$ cat src/rtl/cal_seq_pkg.sv
package cal_seq_pkg;

  typedef enum logic [2:0] {
    S_FRESH  = 3'd0,
    S_SETTLE = 3'd1,
    S_IDLE   = 3'd2,
    S_CONV   = 3'd3,
    S_CAL    = 3'd4
  } seq_state_e;

  localparam logic [1:0] KIND_FULL     = 2'b00;
  localparam logic [1:0] KIND_GAIN_OFS = 2'b01;
  localparam logic [1:0] KIND_OFS      = 2'b10;
  localparam logic [1:0] KIND_GAIN     = 2'b11;

  localparam logic [1:0] PH_NONE = 2'b00;
  localparam logic [1:0] PH_GAIN = 2'b01;
  localparam logic [1:0] PH_OFS  = 2'b10;
  localparam logic [1:0] PH_ALL  = 2'b11;

  function automatic int unsigned max2(input int unsigned a, input int unsigned b);
    return (a > b) ? a : b;
  endfunction

  // Counter value at or above which a split calibration is still in its gain step
  function automatic int unsigned gain_floor(input int unsigned total);
    return total - total / 2;
  endfunction

endpackage

$ cat src/rtl/cal_seq_timer.sv
module cal_seq_timer #(
  parameter int unsigned CNT_W = 17
) (
  input  logic             clk,
  input  logic             rst_n,
  input  logic             load_i,
  input  logic [CNT_W-1:0] load_val_i,
  output logic [CNT_W-1:0] cnt_o,
  output logic             zero_o
);
  logic [CNT_W-1:0] cnt_q;

  always_ff @(posedge clk) begin
    if (!rst_n)              cnt_q <= '0;
    else if (load_i)         cnt_q <= load_val_i;
    else if (cnt_q != '0)    cnt_q <= cnt_q - 1'b1;
  end

  assign cnt_o  = cnt_q;
  assign zero_o = (cnt_q == '0);

  // the count only ever steps down by one between loads
  a_r2_count_steps: assert property (@(posedge clk) disable iff (!rst_n)
    (!load_i && cnt_q != '0) |=> (cnt_q == $past(cnt_q) - 1'b1));
endmodule

$ cat src/rtl/cal_seq_phase.sv
module cal_seq_phase
  import cal_seq_pkg::*;
#(
  parameter int unsigned CNT_W        = 17,
  parameter int unsigned GAIN_OFS_CYC = 27760
) (
  input  logic             clk,
  input  logic             rst_n,
  input  logic             in_cal_i,
  input  logic [1:0]       kind_i,
  input  logic [CNT_W-1:0] cnt_i,
  output logic [1:0]       phase_o
);
  localparam logic [CNT_W-1:0] GAIN_FLOOR = CNT_W'(gain_floor(GAIN_OFS_CYC));

  logic gain_step;
  assign gain_step = (cnt_i >= GAIN_FLOOR);

  always_comb begin
    phase_o = PH_NONE;
    if (in_cal_i) begin
      case (kind_i)
        KIND_FULL:     phase_o = PH_ALL;
        KIND_GAIN_OFS: phase_o = gain_step ? PH_GAIN : PH_OFS;
        KIND_OFS:      phase_o = PH_OFS;
        default:       phase_o = PH_GAIN;
      endcase
    end
  end

  // in a split calibration the gain step never returns after the offset step began
  a_r9_gain_before_offset: assert property (@(posedge clk) disable iff (!rst_n)
    (in_cal_i && kind_i == KIND_GAIN_OFS && phase_o == PH_OFS) |=> (phase_o != PH_GAIN));
endmodule

$ cat src/rtl/cal_seq_ctrl.sv
module cal_seq_ctrl
  import cal_seq_pkg::*;
#(
  parameter int unsigned CNT_W        = 17,
  parameter int unsigned SETTLE_CYC   = 128000,
  parameter int unsigned AUTO_CAL_CYC = 128000,
  parameter int unsigned FULL_CAL_CYC = 125000,
  parameter int unsigned GAIN_OFS_CYC = 27760,
  parameter int unsigned OFS_CAL_CYC  = 13880,
  parameter int unsigned GAIN_CAL_CYC = 13880,
  parameter int unsigned CONV_CYC     = 18
) (
  input  logic             clk,
  input  logic             rst_n,
  input  logic             conv_start_i,
  input  logic             reg_wr_i,
  input  logic             cal_go_i,
  input  logic [1:0]       cal_sel_i,
  input  logic             tmr_zero_i,
  output logic             tmr_load_o,
  output logic [CNT_W-1:0] tmr_val_o,
  output logic             busy_o,
  output logic             in_cal_o,
  output logic [1:0]       kind_o,
  output logic             conv_kick_o,
  output logic             cal_kick_o,
  output logic             conv_done_o
);
  localparam logic [CNT_W-1:0] SETTLE_LD = CNT_W'(SETTLE_CYC - 1);
  localparam logic [CNT_W-1:0] AUTO_LD   = CNT_W'(AUTO_CAL_CYC - 1);
  localparam logic [CNT_W-1:0] FULL_LD   = CNT_W'(FULL_CAL_CYC - 1);
  localparam logic [CNT_W-1:0] GO_LD     = CNT_W'(GAIN_OFS_CYC - 1);
  localparam logic [CNT_W-1:0] OFS_LD    = CNT_W'(OFS_CAL_CYC - 1);
  localparam logic [CNT_W-1:0] GAIN_LD   = CNT_W'(GAIN_CAL_CYC - 1);
  localparam logic [CNT_W-1:0] CONV_LD   = CNT_W'(CONV_CYC - 1);

  function automatic logic [CNT_W-1:0] cal_load(input logic [1:0] sel);
    case (sel)
      KIND_FULL:     return FULL_LD;
      KIND_GAIN_OFS: return GO_LD;
      KIND_OFS:      return OFS_LD;
      default:       return GAIN_LD;
    endcase
  endfunction

  seq_state_e state_q, state_n;
  logic       auto_pend_q, auto_pend_n;
  logic [1:0] kind_q, kind_n;
  logic       start_conv, start_cal;
  logic       conv_kick_q, cal_kick_q;

  always_comb begin
    state_n     = state_q;
    auto_pend_n = auto_pend_q;
    kind_n      = kind_q;
    tmr_load_o  = 1'b0;
    tmr_val_o   = '0;
    start_conv  = 1'b0;
    start_cal   = 1'b0;
    case (state_q)
      S_FRESH: begin
        if (reg_wr_i) auto_pend_n = 1'b0;
        if (conv_start_i) begin
          state_n    = S_SETTLE;
          tmr_load_o = 1'b1;
          tmr_val_o  = SETTLE_LD;
        end
      end
      S_SETTLE: begin
        if (reg_wr_i) auto_pend_n = 1'b0;
        if (tmr_zero_i) state_n = S_IDLE;
      end
      S_IDLE: begin
        if (reg_wr_i) auto_pend_n = 1'b0;
        if (reg_wr_i && cal_go_i) begin
          start_cal = 1'b1;
          kind_n    = cal_sel_i;
          tmr_val_o = cal_load(cal_sel_i);
        end else if (conv_start_i && auto_pend_q && !reg_wr_i) begin
          start_cal   = 1'b1;
          auto_pend_n = 1'b0;
          kind_n      = KIND_FULL;
          tmr_val_o   = AUTO_LD;
        end else if (conv_start_i) begin
          start_conv = 1'b1;
          tmr_val_o  = CONV_LD;
        end
        tmr_load_o = start_cal | start_conv;
        if (start_cal)  state_n = S_CAL;
        if (start_conv) state_n = S_CONV;
      end
      default: begin
        if (tmr_zero_i) state_n = S_IDLE;
      end
    endcase
  end

  always_ff @(posedge clk) begin
    if (!rst_n) begin
      state_q     <= S_FRESH;
      auto_pend_q <= 1'b1;
      kind_q      <= KIND_FULL;
      conv_kick_q <= 1'b0;
      cal_kick_q  <= 1'b0;
    end else begin
      state_q     <= state_n;
      auto_pend_q <= auto_pend_n;
      kind_q      <= kind_n;
      conv_kick_q <= start_conv;
      cal_kick_q  <= start_cal;
    end
  end

  assign busy_o      = (state_q == S_SETTLE) || (state_q == S_CONV) || (state_q == S_CAL);
  assign in_cal_o    = (state_q == S_CAL);
  assign kind_o      = kind_q;
  assign conv_kick_o = conv_kick_q;
  assign cal_kick_o  = cal_kick_q;
  assign conv_done_o = (state_q == S_CONV) && tmr_zero_i;

  // a busy cycle is never followed by a fresh start pulse
  a_r3_busy_blocks_start: assert property (@(posedge clk) disable iff (!rst_n)
    busy_o |=> (!conv_kick_o && !cal_kick_o));
  // the two start pulses never coincide
  a_r1_kicks_exclusive: assert property (@(posedge clk) disable iff (!rst_n)
    $onehot0({conv_kick_o, cal_kick_o}));
  // the settling timeout emits no start pulse
  a_r2_settle_quiet: assert property (@(posedge clk) disable iff (!rst_n)
    (state_q == S_SETTLE) |-> (!conv_kick_o && !cal_kick_o));
  // a write never cuts the settling timeout short
  a_r6_settle_kept: assert property (@(posedge clk) disable iff (!rst_n)
    (state_q == S_SETTLE && !tmr_zero_i) |=> (state_q == S_SETTLE));
  // a running calibration is held until its count expires
  a_r7_cal_kept: assert property (@(posedge clk) disable iff (!rst_n)
    (state_q == S_CAL && !tmr_zero_i) |=> (state_q == S_CAL));
  // conversion-done is followed by BUSY low
  a_r5_done_then_free: assert property (@(posedge clk) disable iff (!rst_n)
    conv_done_o |=> !busy_o);
endmodule

$ cat src/rtl/cal_sequencer.sv
module cal_sequencer
  import cal_seq_pkg::*;
#(
  parameter int unsigned SETTLE_CYC   = 128000,
  parameter int unsigned AUTO_CAL_CYC = 128000,
  parameter int unsigned FULL_CAL_CYC = 125000,
  parameter int unsigned GAIN_OFS_CYC = 27760,
  parameter int unsigned OFS_CAL_CYC  = 13880,
  parameter int unsigned GAIN_CAL_CYC = 13880,
  parameter int unsigned CONV_CYC     = 18
) (
  input  logic       clk,
  input  logic       rst_n,
  input  logic       conv_start_i,
  input  logic       reg_wr_i,
  input  logic       cal_go_i,
  input  logic [1:0] cal_sel_i,
  output logic       busy_o,
  output logic       conv_kick_o,
  output logic       cal_kick_o,
  output logic [1:0] cal_kind_o,
  output logic [1:0] cal_phase_o,
  output logic       conv_done_o
);
  localparam int unsigned MAX_CYC = max2(max2(max2(SETTLE_CYC, AUTO_CAL_CYC),
                                              max2(FULL_CAL_CYC, GAIN_OFS_CYC)),
                                         max2(max2(OFS_CAL_CYC, GAIN_CAL_CYC), CONV_CYC));
  localparam int unsigned CNT_W = $clog2(MAX_CYC + 1);

  logic             tmr_load, tmr_zero, in_cal;
  logic [CNT_W-1:0] tmr_val, tmr_cnt;

  cal_seq_ctrl #(
    .CNT_W(CNT_W), .SETTLE_CYC(SETTLE_CYC), .AUTO_CAL_CYC(AUTO_CAL_CYC),
    .FULL_CAL_CYC(FULL_CAL_CYC), .GAIN_OFS_CYC(GAIN_OFS_CYC),
    .OFS_CAL_CYC(OFS_CAL_CYC), .GAIN_CAL_CYC(GAIN_CAL_CYC), .CONV_CYC(CONV_CYC)
  ) u_ctrl (
    .clk(clk), .rst_n(rst_n), .conv_start_i(conv_start_i), .reg_wr_i(reg_wr_i),
    .cal_go_i(cal_go_i), .cal_sel_i(cal_sel_i), .tmr_zero_i(tmr_zero),
    .tmr_load_o(tmr_load), .tmr_val_o(tmr_val), .busy_o(busy_o), .in_cal_o(in_cal),
    .kind_o(cal_kind_o), .conv_kick_o(conv_kick_o), .cal_kick_o(cal_kick_o),
    .conv_done_o(conv_done_o)
  );

  cal_seq_timer #(.CNT_W(CNT_W)) u_timer (
    .clk(clk), .rst_n(rst_n), .load_i(tmr_load), .load_val_i(tmr_val),
    .cnt_o(tmr_cnt), .zero_o(tmr_zero)
  );

  cal_seq_phase #(.CNT_W(CNT_W), .GAIN_OFS_CYC(GAIN_OFS_CYC)) u_phase (
    .clk(clk), .rst_n(rst_n), .in_cal_i(in_cal), .kind_i(cal_kind_o),
    .cnt_i(tmr_cnt), .phase_o(cal_phase_o)
  );

  // no correction step is shown while the block is free
  a_r9_free_no_phase: assert property (@(posedge clk) disable iff (!rst_n)
    !busy_o |-> (cal_phase_o == PH_NONE));
endmodule

$ cat config.mk
export PLATFORM = sky130hd
export DESIGN_NAME = cal_sequencer
export DESIGN_NICKNAME = d
export VERILOG_FILES = /design/src/rtl/cal_seq_pkg.sv /design/src/rtl/cal_seq_timer.sv /design/src/rtl/cal_seq_phase.sv /design/src/rtl/cal_seq_ctrl.sv /design/src/rtl/cal_sequencer.sv
export SDC_FILE = /design/constraint.sdc
export NUM_CORES = 1
export LEC_CHECK = 0
export CAP_MARGIN = 20
export CORE_MARGIN = 5
export CORE_UTILIZATION = 25
export CTS_CLUSTER_SIZE = 25
export DETAILED_ROUTE_END_ITERATION = 10
export GPL_ROUTABILITY_DRIVEN = 1
export PLACE_DENSITY_LB_ADDON = 0.1
export SYNTH_ARGS = -nofsm -noshare
export SYNTH_HDL_FRONTEND = slang
export SYNTH_SLANG_ARGS = --single-unit
$ cat constraint.sdc
create_clock -name clk -period 2.3 [get_ports clk]
set_input_delay 0.69 -clock clk [delete_from_list [all_inputs] [get_ports clk]]
set_output_delay 0.69 -clock clk [all_outputs]
set_load 0.01 [all_outputs]
==> tab_implementation.tex <==
\begin{tabular}{lr}
\hline
Metric & Value \\
\hline
\multicolumn{2}{l}{\textbf{Placed design}} \\
\quad Final weighted congestion in routability-driven placement & 0.8780 \\
\quad Post-DP HPWL & 3.903 mm \\
\quad Port-buffer cells & 14 \\
\quad Placed cells & 314 \\
\multicolumn{2}{l}{\textbf{STA}} \\
\quad Setup violations, final & 3 \\
\quad Hold Vio Cnt, Final & 0 \\
\quad Slew at the pin with the worst max-slew slack & a little over 0.4 ns \\
\quad Final critical-path required period & 2.797 ns \\
\quad TNS Setup & -0.5048 ns \\
\quad RSZ-0062 raised after global routing & true \\
\quad Relative slew margins & around 72\% \\
\quad Pins over their slew limit & 0 \\
\quad Final Hold Slack & 0.5165 ns \\
\quad Share of the clock period used by the worst path after layout & 121.6\% \\
\quad Highest clock frequency the design can meet & 0.3575 GHz \\
\quad Setup WS post-layout & -0.4973 ns \\
\quad Final clock skew & 0.006951 ns \\
\multicolumn{2}{l}{\textbf{Synth}} \\
\quad Cell accounting for the most synthesized area & dfxtp\_1 \\
\quad Number of distinct library cells after synthesis & 45 \\
\quad Main flop type after synthesis & dfxtp\_1 \\
\quad Post-synth EDFFs & 0 \\
\quad Portion of the post-synthesis area used by sequential elements & 33.28\% \\
\quad Post-synthesis net count & 196 \\
\quad Syn Inst Count & about 190 \\
\quad Post-Synthesis Mean Instance Area & 8.042 um\^{}2 \\
\quad Number of warning messages in the yosys log & 0 \\
\quad Top area cells in the synthesized netlist & dfxtp\_1 33\%, a21oi\_1 6.7\%, o21ai\_0 4.7\%, nand2\_1 4.2\%, nor3\_1 3.0\% \\
\quad Area share of the largest cell type after synthesis & between 30\% and 40\% \\
\quad Async SR Flop Fraction & 0\% \\
\quad Number of synthesized register bits & 25 \\
\quad Post-synthesis instance area & 0.001504 mm\^{}2 \\
\multicolumn{2}{l}{\textbf{Setup path}} \\
\quad Critical path launch point type & register \\
\quad Kind of critical path & reg -> out \\
\quad Peak fanout along the critical path & 2 \\
\quad Kind of end point of the critical path & primary output \\
\quad Worst path arrival time & 2.11 ns \\
\quad Critical path required time & $\sim$1.6 ns \\
\multicolumn{2}{l}{\textbf{Global route}} \\
\quad Total GRT Usage & 13.56\% \\
\quad Overflow left after global routing & 0 \\
\quad Vias in the first global route & $\sim$1700 \\
\quad Pin count of the biggest net entering global routing & 15 \\
\quad Antenna violations before repair & 0 \\
\quad First-pass GRT wire length & 8.224 mm \\
\multicolumn{2}{l}{\textbf{Clocking}} \\
\quad CTS tree & built \\
\quad CTS Sinks & 25 \\
\quad Clock latency reported for the late side of the worst-skew pair & 0.27 ns \\
\quad CTS Root Buffer Type & clkbuf\_8 \\
\quad CTS Hold Bufs & 0 \\
\quad Clock buffer count from CTS & 3 \\
\quad H-tree level count & 1 \\
\quad Reg clk slew, reported paths & 0.10 ns \\
\quad CTS Buffer Depth & 2 \\
\multicolumn{2}{l}{\textbf{Route}} \\
\quad Total detailed-routing wirelength & 4.755 mm \\
\quad Wire length per cell after detailed routing & 14.91 um \\
\quad DRC violation total after the first TritonRoute iteration & 80 \\
\quad Initial DRT Pass Iterations & 4 \\
\quad Antenna Violating Nets Remaining & 0 \\
\quad Via count of the routed design & 1614 \\
\quad Detail-routed via count per cell & a little over 5 \\
\quad DRC viols & 0 \\
\multicolumn{2}{l}{\textbf{Pwr}} \\
\quad Power density cells & slightly below 600 mW/mm\^{}2 \\
\quad Maximum vdd drop & 0.0001985 V \\
\quad Pleak & about 0.84 nW \\
\multicolumn{2}{l}{\textbf{Run}} \\
\quad Maximum capacitance violations & 0 \\
\multicolumn{2}{l}{\textbf{Finish}} \\
\quad Multi-input gate area in the final layout & 962.2 um\^{}2 \\
\quad Sequential cell area in the final layout & 505.5 um\^{}2 \\
\quad Fin util & between 30\% and 40\% \\
\quad Layout cells sized above 1 & 29.51\% \\
\quad Final net count & 254 \\
\quad Number of antenna diodes & 0 \\
\quad Filler instances & 645 \\
\quad P\&R area growth vs syn & 38.60\% \\
\quad Post-route non-filler standard cell count & 319 \\
\multicolumn{2}{l}{\textbf{Status}} \\
\quad Run status & finished with violations \\
\quad Violations in the final reports & negative setup slack \\
\multicolumn{2}{l}{\textbf{Floorplanning}} \\
\quad Core area & a little under 0.006 mm\^{}2 \\
\quad Die Y & about 88 um \\
\quad Std-Cell Rows & 28 \\
\quad Starting Density & 25.55\% \\
\quad Total I/O pin count & 15 \\
\quad Die Footprint & 0.007667 mm\^{}2 \\
\quad Die outline width & 87.56 um \\
\multicolumn{2}{l}{\textbf{Worst hold path}} \\
\quad Worst min path class & reg -> reg \\
\hline
\end{tabular}
==> sequential cells by signal, summed over array words and instances (netlist names) <==
name / count
u_ctrl.auto_pend_q: 1
u_ctrl.state_q: 3
u_timer.cnt_o: 17
u_ctrl.conv_kick_o: 1
u_ctrl.kind_o: 2
u_ctrl.cal_kick_o: 1
==> cells in the mapped netlist, types with 3 or more instances <==
library cell	count
dfxtp_1	25
a21oi_1	20
nand2_1	17
o21ai_0	14
nor2_1	12
nor3_1	9
nand3_1	7
a31oi_1	6
inv_1	6
nor4_1	5
o21a_1	5
or2_2	4
or3_1	4
xnor2_1	4
clkbuf_1	3
or4_1	3
or4_4	3
xor2_1	3
==> logic make-up (layout without fill, tap and decap cells) <==
group           Yosys count  after routing  synth area share [%]
xor+xnor                  7              7                 4.077
flops                    25             25                 33.28
mux                       1              1                0.6656
buf+inv                  11             68                 3.743
fa+ha+maj                 2              2                 1.664
compound gates           61             61                 25.88
simple gates             80             80                 30.70
==> cell usage in the layout, fill, tap and decap left out, types with 3 or more instances in the layout <==
| cell | count |
|---|---|
| clkbuf_8 | 3 |
| or2_2 | 4 |
| buf_4 | 44 |
| dfxtp_1 | 21 |
| xnor2_1 | 4 |
| dfxtp_2 | 4 |
| inv_1 | 6 |
| a21oi_1 | 20 |
| clkdlybuf4s50_1 | 11 |
| nor4_1 | 5 |
| or3_1 | 4 |
| or4_1 | 3 |
| or4_4 | 3 |
| nand3_1 | 7 |
| buf_2 | 3 |
| nand2_1 | 17 |
| o21ai_0 | 13 |
| nor3_1 | 8 |
| o21a_1 | 5 |
| nor2_1 | 12 |
| xor2_1 | 3 |
| a31oi_1 | 5 |
| o21ai_2 | 3 |
==> where the power goes <==
group / switching [mW] / internal, mW
Combinational: 0.233 / 0.235
Sequential: 0.0279 / 0.475
Clock: 0.148 / 0.124
==> worst max-delay path, cell delays in order (launching register included) <==
cell	delay [ns]
dfxtp_2	0.33
or4_4	0.54
or4_4	0.44
nor3_4	0.18
and4b_1	0.21
buf_2	0.13
==> per-layer routing <==
layer | vias up | wire, um | track usage [%]
li1 | 820 | - | -
met1 | 758 | 2188 | 16.87
met2 | 29 | 2344 | 23.56
met3 | 7 | 151 | 2.352
met4 | 0 | 71 | 4.603
met5 | - | 0 | 0
==> per-stage QoR <==
stage | cell area (um^2) | power (mW) | setup slack (ns)
floorplan | 1505 | 0.7650 | -0.2113
global placement | 2028 | 0.9605 | -0.6604
detailed placement | 2028 | 0.9658 | -0.6747
CTS | 2073 | 1.249 | -0.4977
global route | 2085 | 1.329 | -0.5400
finish | 2085 | 1.243 | -0.4973
==> final timing paths <==
kind,slack [ns],start,to,cells after the start
setup / recovery,-0.50,u_timer.cnt_o[2]$_SDFFE_PN0P_,conv_done_o,5
hold / removal,0.52,u_ctrl.state_q[0]$_SDFFE_PN0P_,u_ctrl.state_q[0]$_SDFFE_PN0P_,2
setup reg to reg,-0.01,u_timer.cnt_o[1]$_SDFFE_PN0P_,u_timer.cnt_o[0]$_SDFFE_PN0P_,7
hold reg to reg,0.52,u_ctrl.state_q[0]$_SDFFE_PN0P_,u_ctrl.state_q[0]$_SDFFE_PN0P_,2
==> area by class of cell <==
class                           instances  area share (%)
Multi-Input combinational cell        151           46.16
Clock buffer                            4           2.161
Tap cell                               75           4.502
Inverter                                6           1.080
Sequential cell                        25           24.25
Timing Repair Buffer                   58           21.85
==> timing repair <==
action	CTS	global route
gates resized for setup	16	3
endpoints found under the setup margin	11	21
buffers inserted	1	0
pin swaps	8	0
Power figures use the tool's default switching activity.
